$ cat config.mk
export PLATFORM = sky130hd
export DESIGN_NAME = sram_async_ctl
export DESIGN_NICKNAME = d
export VERILOG_FILES = /design/src/rtl/sram_ctl_pkg.sv /design/src/rtl/sram_ctl_timer.sv /design/src/rtl/sram_ctl_lanes.sv /design/src/rtl/sram_ctl_capture.sv /design/src/rtl/sram_async_ctl.sv
export SDC_FILE = /design/constraint.sdc
export NUM_CORES = 1
export LEC_CHECK = 0
export ABC_CLOCK_PERIOD_IN_PS = 1600
export BUFFER_PORTS_ARGS = -buffer_cell sky130_fd_sc_hd__buf_2
export CORE_ASPECT_RATIO = 0.5
export CORE_MARGIN = 1.5
export CORE_UTILIZATION = 37
export DETAILED_ROUTE_END_ITERATION = 7
export PLACE_DENSITY = 0.68
export SLEW_MARGIN = 20
export SYNTH_ARGS = -nofsm -noshare
export SYNTH_HDL_FRONTEND = slang
export SYNTH_HIERARCHICAL = 1
export SYNTH_SLANG_ARGS = --single-unit
export TNS_END_PERCENT = 100
$ cat constraint.sdc
create_clock -name clk -period 1.6 [get_ports clk]
set_input_delay 0.32 -clock clk [delete_from_list [all_inputs] [get_ports clk]]
set_output_delay 0.32 -clock clk [all_outputs]
set_load 0.005 [all_outputs]
$ cat src/rtl/sram_ctl_pkg.sv
package sram_ctl_pkg;

    typedef enum logic [1:0] {
        ST_IDLE  = 2'd0,
        ST_READ  = 2'd1,
        ST_TURN  = 2'd2,
        ST_WRITE = 2'd3
    } ctl_state_e;

    // Whole clock cycles covering a time in picoseconds, never below one.
    function automatic int ps_to_cyc(input int t_ps, input int clk_ps);
        int c;
        c = (t_ps + clk_ps - 1) / clk_ps;
        return (c < 1) ? 1 : c;
    endfunction

    function automatic int max2(input int a, input int b);
        return (a > b) ? a : b;
    endfunction

endpackage

$ cat src/rtl/sram_ctl_timer.sv
module sram_ctl_timer #(
    parameter int CW = 2
) (
    input  logic          clk,
    input  logic          rst_n,
    input  logic          clr,
    input  logic [CW-1:0] last_idx,
    output logic          last
);
    logic [CW-1:0] cnt;

    always_ff @(posedge clk or negedge rst_n) begin
        if (!rst_n) begin
            cnt <= '0;
        end else if (clr) begin
            cnt <= '0;
        end else if (cnt != {CW{1'b1}}) begin
            cnt <= cnt + 1'b1;
        end
    end

    assign last = (cnt == last_idx);
endmodule

$ cat src/rtl/sram_ctl_lanes.sv
module sram_ctl_lanes #(
    parameter int LANES  = 2,
    parameter int LANE_W = 9
) (
    input  logic [LANES-1:0]        lane_en,
    input  logic [LANES*LANE_W-1:0] raw_data,
    output logic [LANES-1:0]        sel_n,
    output logic [LANES*LANE_W-1:0] masked_data
);
    for (genvar g = 0; g < LANES; g++) begin : g_lane
        assign sel_n[g] = ~lane_en[g];
        assign masked_data[g*LANE_W +: LANE_W] =
            lane_en[g] ? raw_data[g*LANE_W +: LANE_W] : '0;
    end
endmodule

$ cat src/rtl/sram_ctl_capture.sv
module sram_ctl_capture #(
    parameter int DATA_W = 18
) (
    input  logic              clk,
    input  logic              rst_n,
    input  logic              capture,
    input  logic [DATA_W-1:0] din,
    output logic              valid,
    output logic [DATA_W-1:0] dout
);
    always_ff @(posedge clk or negedge rst_n) begin
        if (!rst_n) begin
            valid <= 1'b0;
            dout  <= '0;
        end else begin
            valid <= capture;
            if (capture) begin
                dout <= din;
            end
        end
    end
endmodule

$ cat src/rtl/sram_async_ctl.sv
module sram_async_ctl
    import sram_ctl_pkg::*;
#(
    parameter int ADDR_W    = 16,
    parameter int LANE_W    = 9,
    parameter int CLK_PS    = 20000,
    parameter int T_ACC_PS  = 12000,
    parameter int T_CYC_PS  = 12000,
    parameter int T_WP_PS   = 10000,
    parameter int T_TURN_PS = 6000
) (
    input  logic                   clk,
    input  logic                   rst_n,
    input  logic                   req_valid,
    output logic                   req_ready,
    input  logic                   req_write,
    input  logic [ADDR_W-1:0]      req_addr,
    input  logic [2*LANE_W-1:0]    req_wdata,
    input  logic [1:0]             req_lane,
    output logic                   rsp_valid,
    output logic [2*LANE_W-1:0]    rsp_rdata,
    output logic [ADDR_W-1:0]      mem_addr,
    output logic                   mem_ce_n,
    output logic                   mem_we_n,
    output logic                   mem_oe_n,
    output logic                   mem_lb_n,
    output logic                   mem_ub_n,
    output logic [2*LANE_W-1:0]    mem_dq_o,
    output logic                   mem_dq_oe,
    input  logic [2*LANE_W-1:0]    mem_dq_i
);
    localparam int LANES    = 2;
    localparam int DATA_W   = LANES * LANE_W;
    localparam int CYC_MIN  = ps_to_cyc(T_CYC_PS, CLK_PS);
    localparam int RD_CYC   = max2(ps_to_cyc(T_ACC_PS, CLK_PS), CYC_MIN);
    localparam int WR_CYC   = max2(ps_to_cyc(T_WP_PS, CLK_PS), CYC_MIN);
    localparam int TURN_CYC = ps_to_cyc(T_TURN_PS, CLK_PS);
    localparam int MAX_CYC  = max2(max2(RD_CYC, WR_CYC), TURN_CYC);
    localparam int CW       = (MAX_CYC < 2) ? 1 : $clog2(MAX_CYC);
    localparam logic [CW-1:0] RD_LAST   = CW'(RD_CYC - 1);
    localparam logic [CW-1:0] WR_LAST   = CW'(WR_CYC - 1);
    localparam logic [CW-1:0] TURN_LAST = CW'(TURN_CYC - 1);

    ctl_state_e state_q, state_d;

    logic [ADDR_W-1:0] addr_q;
    logic [DATA_W-1:0] wdata_q;
    logic [LANES-1:0]  lane_q;
    logic              after_rd_q;
    logic              accept;
    logic              phase_last;
    logic [CW-1:0]     phase_idx;
    logic [LANES-1:0]  sel_n;
    logic [DATA_W-1:0] rd_masked;
    logic              lanes_on;

    assign req_ready = (state_q == ST_IDLE);
    assign accept    = req_valid && req_ready;

    // Next-state decode
    always_comb begin
        state_d = state_q;
        unique case (state_q)
            ST_IDLE: begin
                if (req_valid && (req_lane != '0)) begin
                    if (!req_write) begin
                        state_d = ST_READ;
                    end else if (after_rd_q) begin
                        state_d = ST_TURN;
                    end else begin
                        state_d = ST_WRITE;
                    end
                end
            end
            ST_READ:  if (phase_last) state_d = ST_IDLE;
            ST_TURN:  if (phase_last) state_d = ST_WRITE;
            ST_WRITE: if (phase_last) state_d = ST_IDLE;
        endcase
    end

    // State register
    always_ff @(posedge clk or negedge rst_n) begin
        if (!rst_n) begin
            state_q <= ST_IDLE;
        end else begin
            state_q <= state_d;
        end
    end

    // Request holding and read-to-write tracking
    always_ff @(posedge clk or negedge rst_n) begin
        if (!rst_n) begin
            addr_q     <= '0;
            wdata_q    <= '0;
            lane_q     <= '0;
            after_rd_q <= 1'b0;
        end else begin
            if (accept && (req_lane != '0)) begin
                addr_q  <= req_addr;
                wdata_q <= req_wdata;
                lane_q  <= req_lane;
            end
            if (state_q == ST_READ && phase_last) begin
                after_rd_q <= 1'b1;
            end else if (state_q == ST_WRITE) begin
                after_rd_q <= 1'b0;
            end
        end
    end

    // Phase length for the current state
    always_comb begin
        phase_idx = '0;
        unique case (state_q)
            ST_IDLE:  phase_idx = '0;
            ST_READ:  phase_idx = RD_LAST;
            ST_TURN:  phase_idx = TURN_LAST;
            ST_WRITE: phase_idx = WR_LAST;
        endcase
    end

    sram_ctl_timer #(
        .CW(CW)
    ) timer_i (
        .clk     (clk),
        .rst_n   (rst_n),
        .clr     (state_d != state_q),
        .last_idx(phase_idx),
        .last    (phase_last)
    );

    sram_ctl_lanes #(
        .LANES (LANES),
        .LANE_W(LANE_W)
    ) lanes_i (
        .lane_en    (lane_q),
        .raw_data   (mem_dq_i),
        .sel_n      (sel_n),
        .masked_data(rd_masked)
    );

    sram_ctl_capture #(
        .DATA_W(DATA_W)
    ) capture_i (
        .clk    (clk),
        .rst_n  (rst_n),
        .capture((state_q == ST_READ) && phase_last),
        .din    (rd_masked),
        .valid  (rsp_valid),
        .dout   (rsp_rdata)
    );

    // Pin decode from registered state
    always_comb begin
        mem_ce_n  = 1'b1;
        mem_we_n  = 1'b1;
        mem_oe_n  = 1'b1;
        mem_dq_oe = 1'b0;
        lanes_on  = 1'b0;
        unique case (state_q)
            ST_IDLE: begin
            end
            ST_TURN: begin
            end
            ST_READ: begin
                mem_ce_n = 1'b0;
                mem_oe_n = 1'b0;
                lanes_on = 1'b1;
            end
            ST_WRITE: begin
                mem_ce_n  = 1'b0;
                mem_we_n  = 1'b0;
                mem_dq_oe = 1'b1;
                lanes_on  = 1'b1;
            end
        endcase
    end

    assign mem_addr = addr_q;
    assign mem_dq_o = wdata_q;
    assign mem_lb_n = lanes_on ? sel_n[0] : 1'b1;
    assign mem_ub_n = lanes_on ? sel_n[1] : 1'b1;

endmodule

==> implementation parameters, run 1 <==
Parameter                              Value

Global routing
  Vias in the first global route    approximately 1,900
  Global-route wire length before repair    just over 9000 um
  Total Routing Usage GR    between 10% and 20%
  Initial antenna violation count    0
  Overflow after GRT    0
  Maximum number of pins on one net before global-route repair    28

Detailed routing
  Via count    approximately 1,700
  Post-detailed-route wirelength per cell    between 10 and 15 um
  Number of detailed-route iterations in the first pass    4
  Number of violations reported at the end of detailed-routing iteration 0    48
  Routed Antenna Nets    0
  Post-detailed-route via-to-cell ratio    4.38
  DRT Wirelength    about 5600 um
  Post-route DRC violation count    0

Clock tree
  Clock slew at reported path FFs    roughly 0.05 ns
  Longest Clk Path Bufs    2
  Clock sink count    59
  CTS Root Buffer Type    sky130_fd_sc_hd__clkbuf_16
  Number of clock buffers inserted by TritonCTS    9
  Clock Latency Late Sink    0.33 ns
  Clock tree from TritonCTS    built
  Number of H-tree branching levels    3

Timing
  Final worst path period need    roughly 1.5 ns
  Setup WS post-layout    ~0.11 ns
  Number of pins with negative max-slew slack in the final report    0
  TNS Setup    0 ns
  Final count of hold timing violations    0
  Final setup violating endpoints    0
  Final hold slack    0.224 ns
  Clock skew after layout    about 0.0062 ns
  Tcrit/Tclk final    roughly 93%
  RSZ-0062 raised after global routing    false
  Maximum frequency from static timing analysis    about 670 MHz

Worst setup path
  Largest fanout on the critical path    19
  R2r startpoint    timer_i/cnt$_DFF_PN0_
  CP Launch Point    timer_i/cnt$_DFF_PN0_
  Worst EP arrival    1.70 ns
  Worst setup SP type    flip-flop
  Required time at the worst-slack endpoint    approximately 1.8 ns
  Element type at the critical path end    flip-flop
  WS Path Type    reg2reg

Power and ir drop
  Sum of internal, switching and leakage power    ~7.5 mW
  Static Leakage    around 2.0 nW
  Internal power    around 5.4 mW
  Clock network power share    between 20% and 30%
  Proportion of power drawn by combinational gates    37.4%
  Net switching power figure    2.07 mW
  Sequential share of power    between 30% and 40%
  Fraction of power spent switching nets    27.7%
  Pwr Density    roughly 2000 mW/mm^2
  Maximum vdd drop    0.000979 V

Synthesis
  Most used standard cell by instance count after synthesis    sky130_fd_sc_hd__dfrtp_1
  EDFF count, synth    0
  Proportion of synthesized chip area in sequential cells    a little under three fifths
  Cell types with the highest counts after synthesis    sky130_fd_sc_hd__dfrtp_1, sky130_fd_sc_hd__mux2_4, sky130_fd_sc_hd__and2_1
  Syn Nets    about 220
  Summed instance area of the synthesized netlist    approximately 0.0026 sq mm
  Synthesis-stage register bit count    slightly below 60
  Predominant post-synthesis flop cell    sky130_fd_sc_hd__dfrtp_1
  Avg Inst Size Synth    about 16 sq um
  Fraction of synthesis flops using an asynchronous set or reset pin    100%
  Area contributors post-synth    sky130_fd_sc_hd__dfrtp_1, sky130_fd_sc_hd__mux2_4, sky130_fd_sc_hd__mux2_2
  Syn Inst Count    about 160
  Top cell type's share of synthesized area    57.0%
  Yosys Warn Count    6
  Distinct cell type count after synthesis    17
  Cell taking the most area after synthesis    sky130_fd_sc_hd__dfrtp_1

Layout
  # nets final    around 360
  Fraction of final layout cells with drive strength greater than 1    67.0%
  Growth of design area from synthesis to finish    41.6%
  Number of fill cells    about 600
  Multi-input logic area    approximately 990 sq um
  Diodes inserted    0
  Total area of sequential cells    between 0.001 and 0.0015 sq mm

Place
  Pre-CTS setup slack    around 0.056 ns
  Global placement routability congestion    between 0.7 and 0.8
  Input/output buffers    117
  Estimated wirelength of the detail-placed design    between 4000 and 5000 um

Floorplanning
  IO Count    around 120
  Total Die Area    0.00754 sq mm
  Initial cell density of the core    approximately two fifths
  Row count    21
  Floorplan die width    about 120 um
  Die Span Y    between 60 and 70 um
  Area of the core    about 0.0067 sq mm

Min path
  Worst min path class    in2reg
  Worst Min Path Start    req_wdata[9]

Job
  Max-cap check violation count    0

Run status
  Outcome    completed
[power by group through the flow]
stage                     Combinational (mW)  Clock, mW  Sequential (mW)
after detailed placement                2.76          0             2.64
after CTS                               2.78       2.14             2.63
final                                   2.79       2.09             2.59
after global placement                  2.68          0             2.58
after floorplan                         1.64          0             2.66
after global routing                    3.05       2.24             2.68
[flip-flops by register name (all words and copies together), names as in the netlist]
register / count
capture_i/dout: 18
capture_i/valid: 1
after_rd_q: 1
mem_addr: 16
state_q: 2
mem_dq_o: 18
timer_i/cnt: 1
lane_q: 2
[cell usage in the layout (no fill, tap or decap), drive strengths merged]
cell and instances:
xnor2 1, nand2 4, clkinvlp 1, mux2 54, dlygate4sd3 1, clkinv 1, o21ai 5, inv 6
and3b 1, a21oi 2, or2b 3, bufinv 2, and2 18, nor2 3, buf 128, dfrtp 59
clkbuf 12, nand2b 1, conb 1
[critical path, cell delays in order, from the launching register on]
cell and delay (ns):
sky130_fd_sc_hd__dfrtp_1 0.37, sky130_fd_sc_hd__xnor2_1 0.17, sky130_fd_sc_hd__inv_1 0.11, sky130_fd_sc_hd__nor2_2 0.17, sky130_fd_sc_hd__buf_12 0.19, sky130_fd_sc_hd__mux2_2 0.36
[per-layer routing]
metal	GRT usage, %	up-vias	part of all wire, %
li1	-	818	-
met1	17.5	853	40
met2	28.0	49	53
met3	7.08	9	5.2
met4	6.62	0	1.5
met5	0	-	0
[per-stage QoR]
| stage | util (%) | cells | area [sq um] |
|---|---|---|---|
| after floorplan | - | 164 | 2590 |
| after global placement | 49.2 | 376 | 3310 |
| after detailed placement | 49.2 | 376 | 3310 |
| after CTS | 54.3 | 393 | 3650 |
| after global routing | 54.5 | 395 | 3670 |
| final | 54.5 | 395 | 3670 |
[layout make-up]
cell class	instances	share of cell area, %
well taps	92	3.14
repair buffers	129	19.9
flip-flops and latches	59	40.3
clock buffers	12	7.00
inverters	6	0.614
multi-input cells	93	27.1
clock inverters	4	1.98
[final timing paths]
path                                                   to  cells past startpoint  slack (ns)
max                         capture_i/dout[2]$_DFFE_PN0P_                      5        0.11
min                               mem_dq_o[9]$_DFFE_PN0P_                      2        0.22
max reg2reg                 capture_i/dout[2]$_DFFE_PN0P_                      5        0.11
min reg2reg                capture_i/dout[17]$_DFFE_PN0P_                      1        0.50
max in group asynchronous         mem_dq_o[1]$_DFFE_PN0P_                      3        0.66
min in group asynchronous         mem_addr[5]$_DFFE_PN0P_                      2        0.47
[cells by family (layout without fill, tap and decap cells)]
| family | Yosys count | in the layout | synth area share (%) |
|---|---|---|---|
| DFF | 59 | 59 | 57.0 |
| muxes | 54 | 54 | 29.1 |
| and+or+nand+nor | 30 | 30 | 7.15 |
| buffers and inverters | 12 | 151 | 4.83 |
| AOI/OAI and AO/OA | 7 | 7 | 1.35 |
| other | 1 | 1 | 0.145 |
| xor gates and xnor gates | 1 | 1 | 0.338 |
[what timing repair did]
item,4_1_cts,5_1_grt
setup endpoints to repair,1,2
gates resized for setup,1,1
endpoints found under the hold margin,15,0
gates cloned,0,0
buffers inserted,0,2
hold buffers,1,0
(Power assumes the default switching activity.)
==> inputs of run 2 (changes only) <==
--- a/config.mk
+++ b/config.mk
@@ -11,10 +11,8 @@
 export CORE_MARGIN = 1.5
 export CORE_UTILIZATION = 37
 export DETAILED_ROUTE_END_ITERATION = 7
-export PLACE_DENSITY = 0.68
-export SLEW_MARGIN = 20
+export PLACE_DENSITY = 0.69
 export SYNTH_ARGS = -nofsm -noshare
 export SYNTH_HDL_FRONTEND = slang
-export SYNTH_HIERARCHICAL = 1
 export SYNTH_SLANG_ARGS = --single-unit
 export TNS_END_PERCENT = 100
==> run 2 against run 1 <==
  * First-iteration DRC count up 69%
  * Critical path depth down 2
  * Hold slack better by 0.0037 ns
  * Critical path type is now reg2out
  * Largest power group is now sequential cells
==> implementation parameters, run 2 <==
Parameter                              Value

Run status
  Outcome    completed

Place
  Estimated wirelength of the detail-placed design    just over 4000 um
  Cell area after placement    around 0.0031 sq mm
  Input/output buffers    between 100 and 150
  Global placement routability congestion    between 0.7 and 0.8

Global routing
  Global-route wire length before repair    between 8000 and 9000 um
  Vias in the first global route    between 1,500 and 2,000
  Maximum number of pins on one net before global-route repair    38
  Overflow after GRT    0
  Initial antenna violation count    0
  Total Routing Usage GR    16.5%

Power and ir drop
  Maximum vdd drop    between 0.0008 and 0.0009 V
  Pwr Density    2000 mW/mm^2
  Static Leakage    roughly 1.8 nW
  Sum of internal, switching and leakage power    6.84 mW

Synthesis
  Fraction of synthesis flops using an asynchronous set or reset pin    100%
  Top cell type's share of synthesized area    62.5%
  Syn Inst Count    181
  Most used standard cell by instance count after synthesis    sky130_fd_sc_hd__dfrtp_1
  Distinct cell type count after synthesis    19
  Cell taking the most area after synthesis    sky130_fd_sc_hd__dfrtp_1
  Area contributors post-synth    sky130_fd_sc_hd__dfrtp_1, sky130_fd_sc_hd__mux2_4, sky130_fd_sc_hd__mux2_2
  Synthesis-stage register bit count    around 60
  Avg Inst Size Synth    13.1 sq um
  Syn Nets    about 240
  Proportion of synthesized chip area in sequential cells    62.5%
  Summed instance area of the synthesized netlist    around 0.0024 sq mm
  Predominant post-synthesis flop cell    sky130_fd_sc_hd__dfrtp_1
  Cell types with the highest counts after synthesis    sky130_fd_sc_hd__dfrtp_1, sky130_fd_sc_hd__nand2_1, sky130_fd_sc_hd__mux2_2, sky130_fd_sc_hd__mux2_4, sky130_fd_sc_hd__o21ai_0
  EDFF count, synth    0
  Yosys Warn Count    0

Timing
  Clock skew after layout    between 0.003 and 0.004 ns
  Final count of hold timing violations    0
  Tightest Pin Transition    0.486 ns
  RSZ-0062 raised after global routing    false
  Final setup violating endpoints    0
  Number of pins with negative max-slew slack in the final report    0
  Final worst path period need    about 1.5 ns
  Tcrit/Tclk final    91.7%
  Max-slew headroom    between 60% and 70%
  TNS Setup    0 ns
  Maximum frequency from static timing analysis    about 680 MHz

Layout
  Most used cells in the layout excluding fill and tap cells    sky130_fd_sc_hd__buf_2, sky130_fd_sc_hd__dfrtp_1, sky130_fd_sc_hd__nand2_1
  Diodes inserted    0
  Number of fill cells    approximately 530
  # nets final    roughly 370
  Final std cell area, no fill    about 0.0034 sq mm
  Fraction of final layout cells with drive strength greater than 1    between 50% and 60%
  Growth of design area from synthesis to finish    44.8%
  Commonest non-fill, non-tap cell in the layout    sky130_fd_sc_hd__buf_2

Clock tree
  CTS Root Buffer Type    sky130_fd_sc_hd__clkbuf_16
  Number of H-tree branching levels    3
  Clock slew at reported path FFs    about 0.05 ns
  Clock Latency Late Sink    about 0.32 ns
  Number of clock buffers inserted by TritonCTS    9
  Clock tree from TritonCTS    built
  Post-CTS Setup Bufs    0
  Longest Clk Path Bufs    2
  Clock sink count    a little under 60

Detailed routing
  Routed Antenna Nets    0
  Number of violations reported at the end of detailed-routing iteration 0    slightly above 80
  Post-detailed-route wirelength per cell    13.5 um
  Post-detailed-route via-to-cell ratio    about 4.5
  Number of detailed-route iterations in the first pass    4
  DRT Wirelength    approximately 5400 um
  Via count    roughly 1,800
  Post-route DRC violation count    0

Floorplanning
  IO Count    roughly 120
  Initial cell density of the core    38.7%
  Area of the core    between 0.006 and 0.007 sq mm
  Floorplan die width    116 um
  Total Die Area    a little under 0.007 sq mm
  Row count    20
  Die Span Y    a little under 60 um

Worst setup path
  Element type at the critical path end    primary output
  Required time at the worst-slack endpoint    approximately 1.3 ns
  Worst setup SP type    flip-flop
  Largest fanout on the critical path    9
  WS Path Type    reg2out
  Worst EP arrival    between 1 and 1.5 ns

Min path
  Worst min path class    in2reg

Job
  Max-cap check violation count    0
run 2: where the power goes:
part	total, mW	internal (mW)	switching [mW]	leakage [nW]
Clock	2.01	1.35	0.654	0.147
Sequential	2.56	2.17	0.391	0.723
Combinational	2.27	1.32	0.949	0.950
run 2: metrics by stage:
stage          setup WS, ns  std cells  utilization (%)  hold slack, ns
2_1_floorplan        0.0555        181                -          0.0244
3_3_place_gp          0.143        383             50.7           0.297
3_5_place_dp         0.0781        383             50.7           0.305
4_1_cts               0.127        400             56.1           0.215
5_1_grt             0.00821        400             56.1           0.219
6_report              0.134        400             56.1           0.228
run 2: cell families after synthesis:
kind of cell	share of synthesized area (%)
buffers and inverters	3.92
flip-flops	62.5
AO/OA/AOI/OAI	5.45
multiplexers	20.0
AND/OR/NAND/NOR	8.15
run 2: layer usage:
layer / vias up / share of wire, % / track usage, %
met3: 9 / 3.4 / 5.52
met2: 43 / 55 / 29.7
met5: - / 0 / 0
li1: 859 / - / -
met1: 879 / 40 / 18.6
met4: 0 / 1.4 / 6.45
run 2: cell type report:
cell class              count  area (sq um)  share of cell area, %
inverters                   5          18.8                  0.548
clock inverters             7          92.6                   2.70
clock buffers               9           225                   6.58
well taps                  88           110                   3.22
flip-flops and latches     59          1480                   43.1
repair buffers            126           706                   20.6
multi-input cells         106           795                   23.2
run 2: worst max-delay path, stage by stage (launching register included):
cell	delay, ns
sky130_fd_sc_hd__dfrtp_1	0.38
sky130_fd_sc_hd__buf_4	0.17
sky130_fd_sc_hd__nor2_1	0.13
sky130_fd_sc_hd__buf_2	0.15
run 2: final timing paths:
path	to	start	cells after the start	slack, ns
worst max-delay path	req_ready	state_q[0]$_DFF_PN0_	3	0.13
min in group asynchronous	mem_dq_o[13]$_DFFE_PN0P_	rst_n	2	0.51
worst min register to register	capture_i.dout[13]$_DFFE_PN0P_	capture_i.dout[13]$_DFFE_PN0P_	2	0.47
worst max register to register	capture_i.dout[17]$_DFFE_PN0P_	state_q[1]$_DFF_PN0_	5	0.14
max in group asynchronous	mem_dq_o[2]$_DFFE_PN0P_	rst_n	3	0.61
worst min-delay path	mem_addr[9]$_DFFE_PN0P_	req_addr[9]	2	0.23
run 2: what timing repair did:
| item | 4_1_cts | 5_1_grt |
|---|---|---|
| endpoints found under the hold margin | 17 | 0 |
| hold buffers | 1 | 0 |
| gates resized for setup | 0 | 0 |
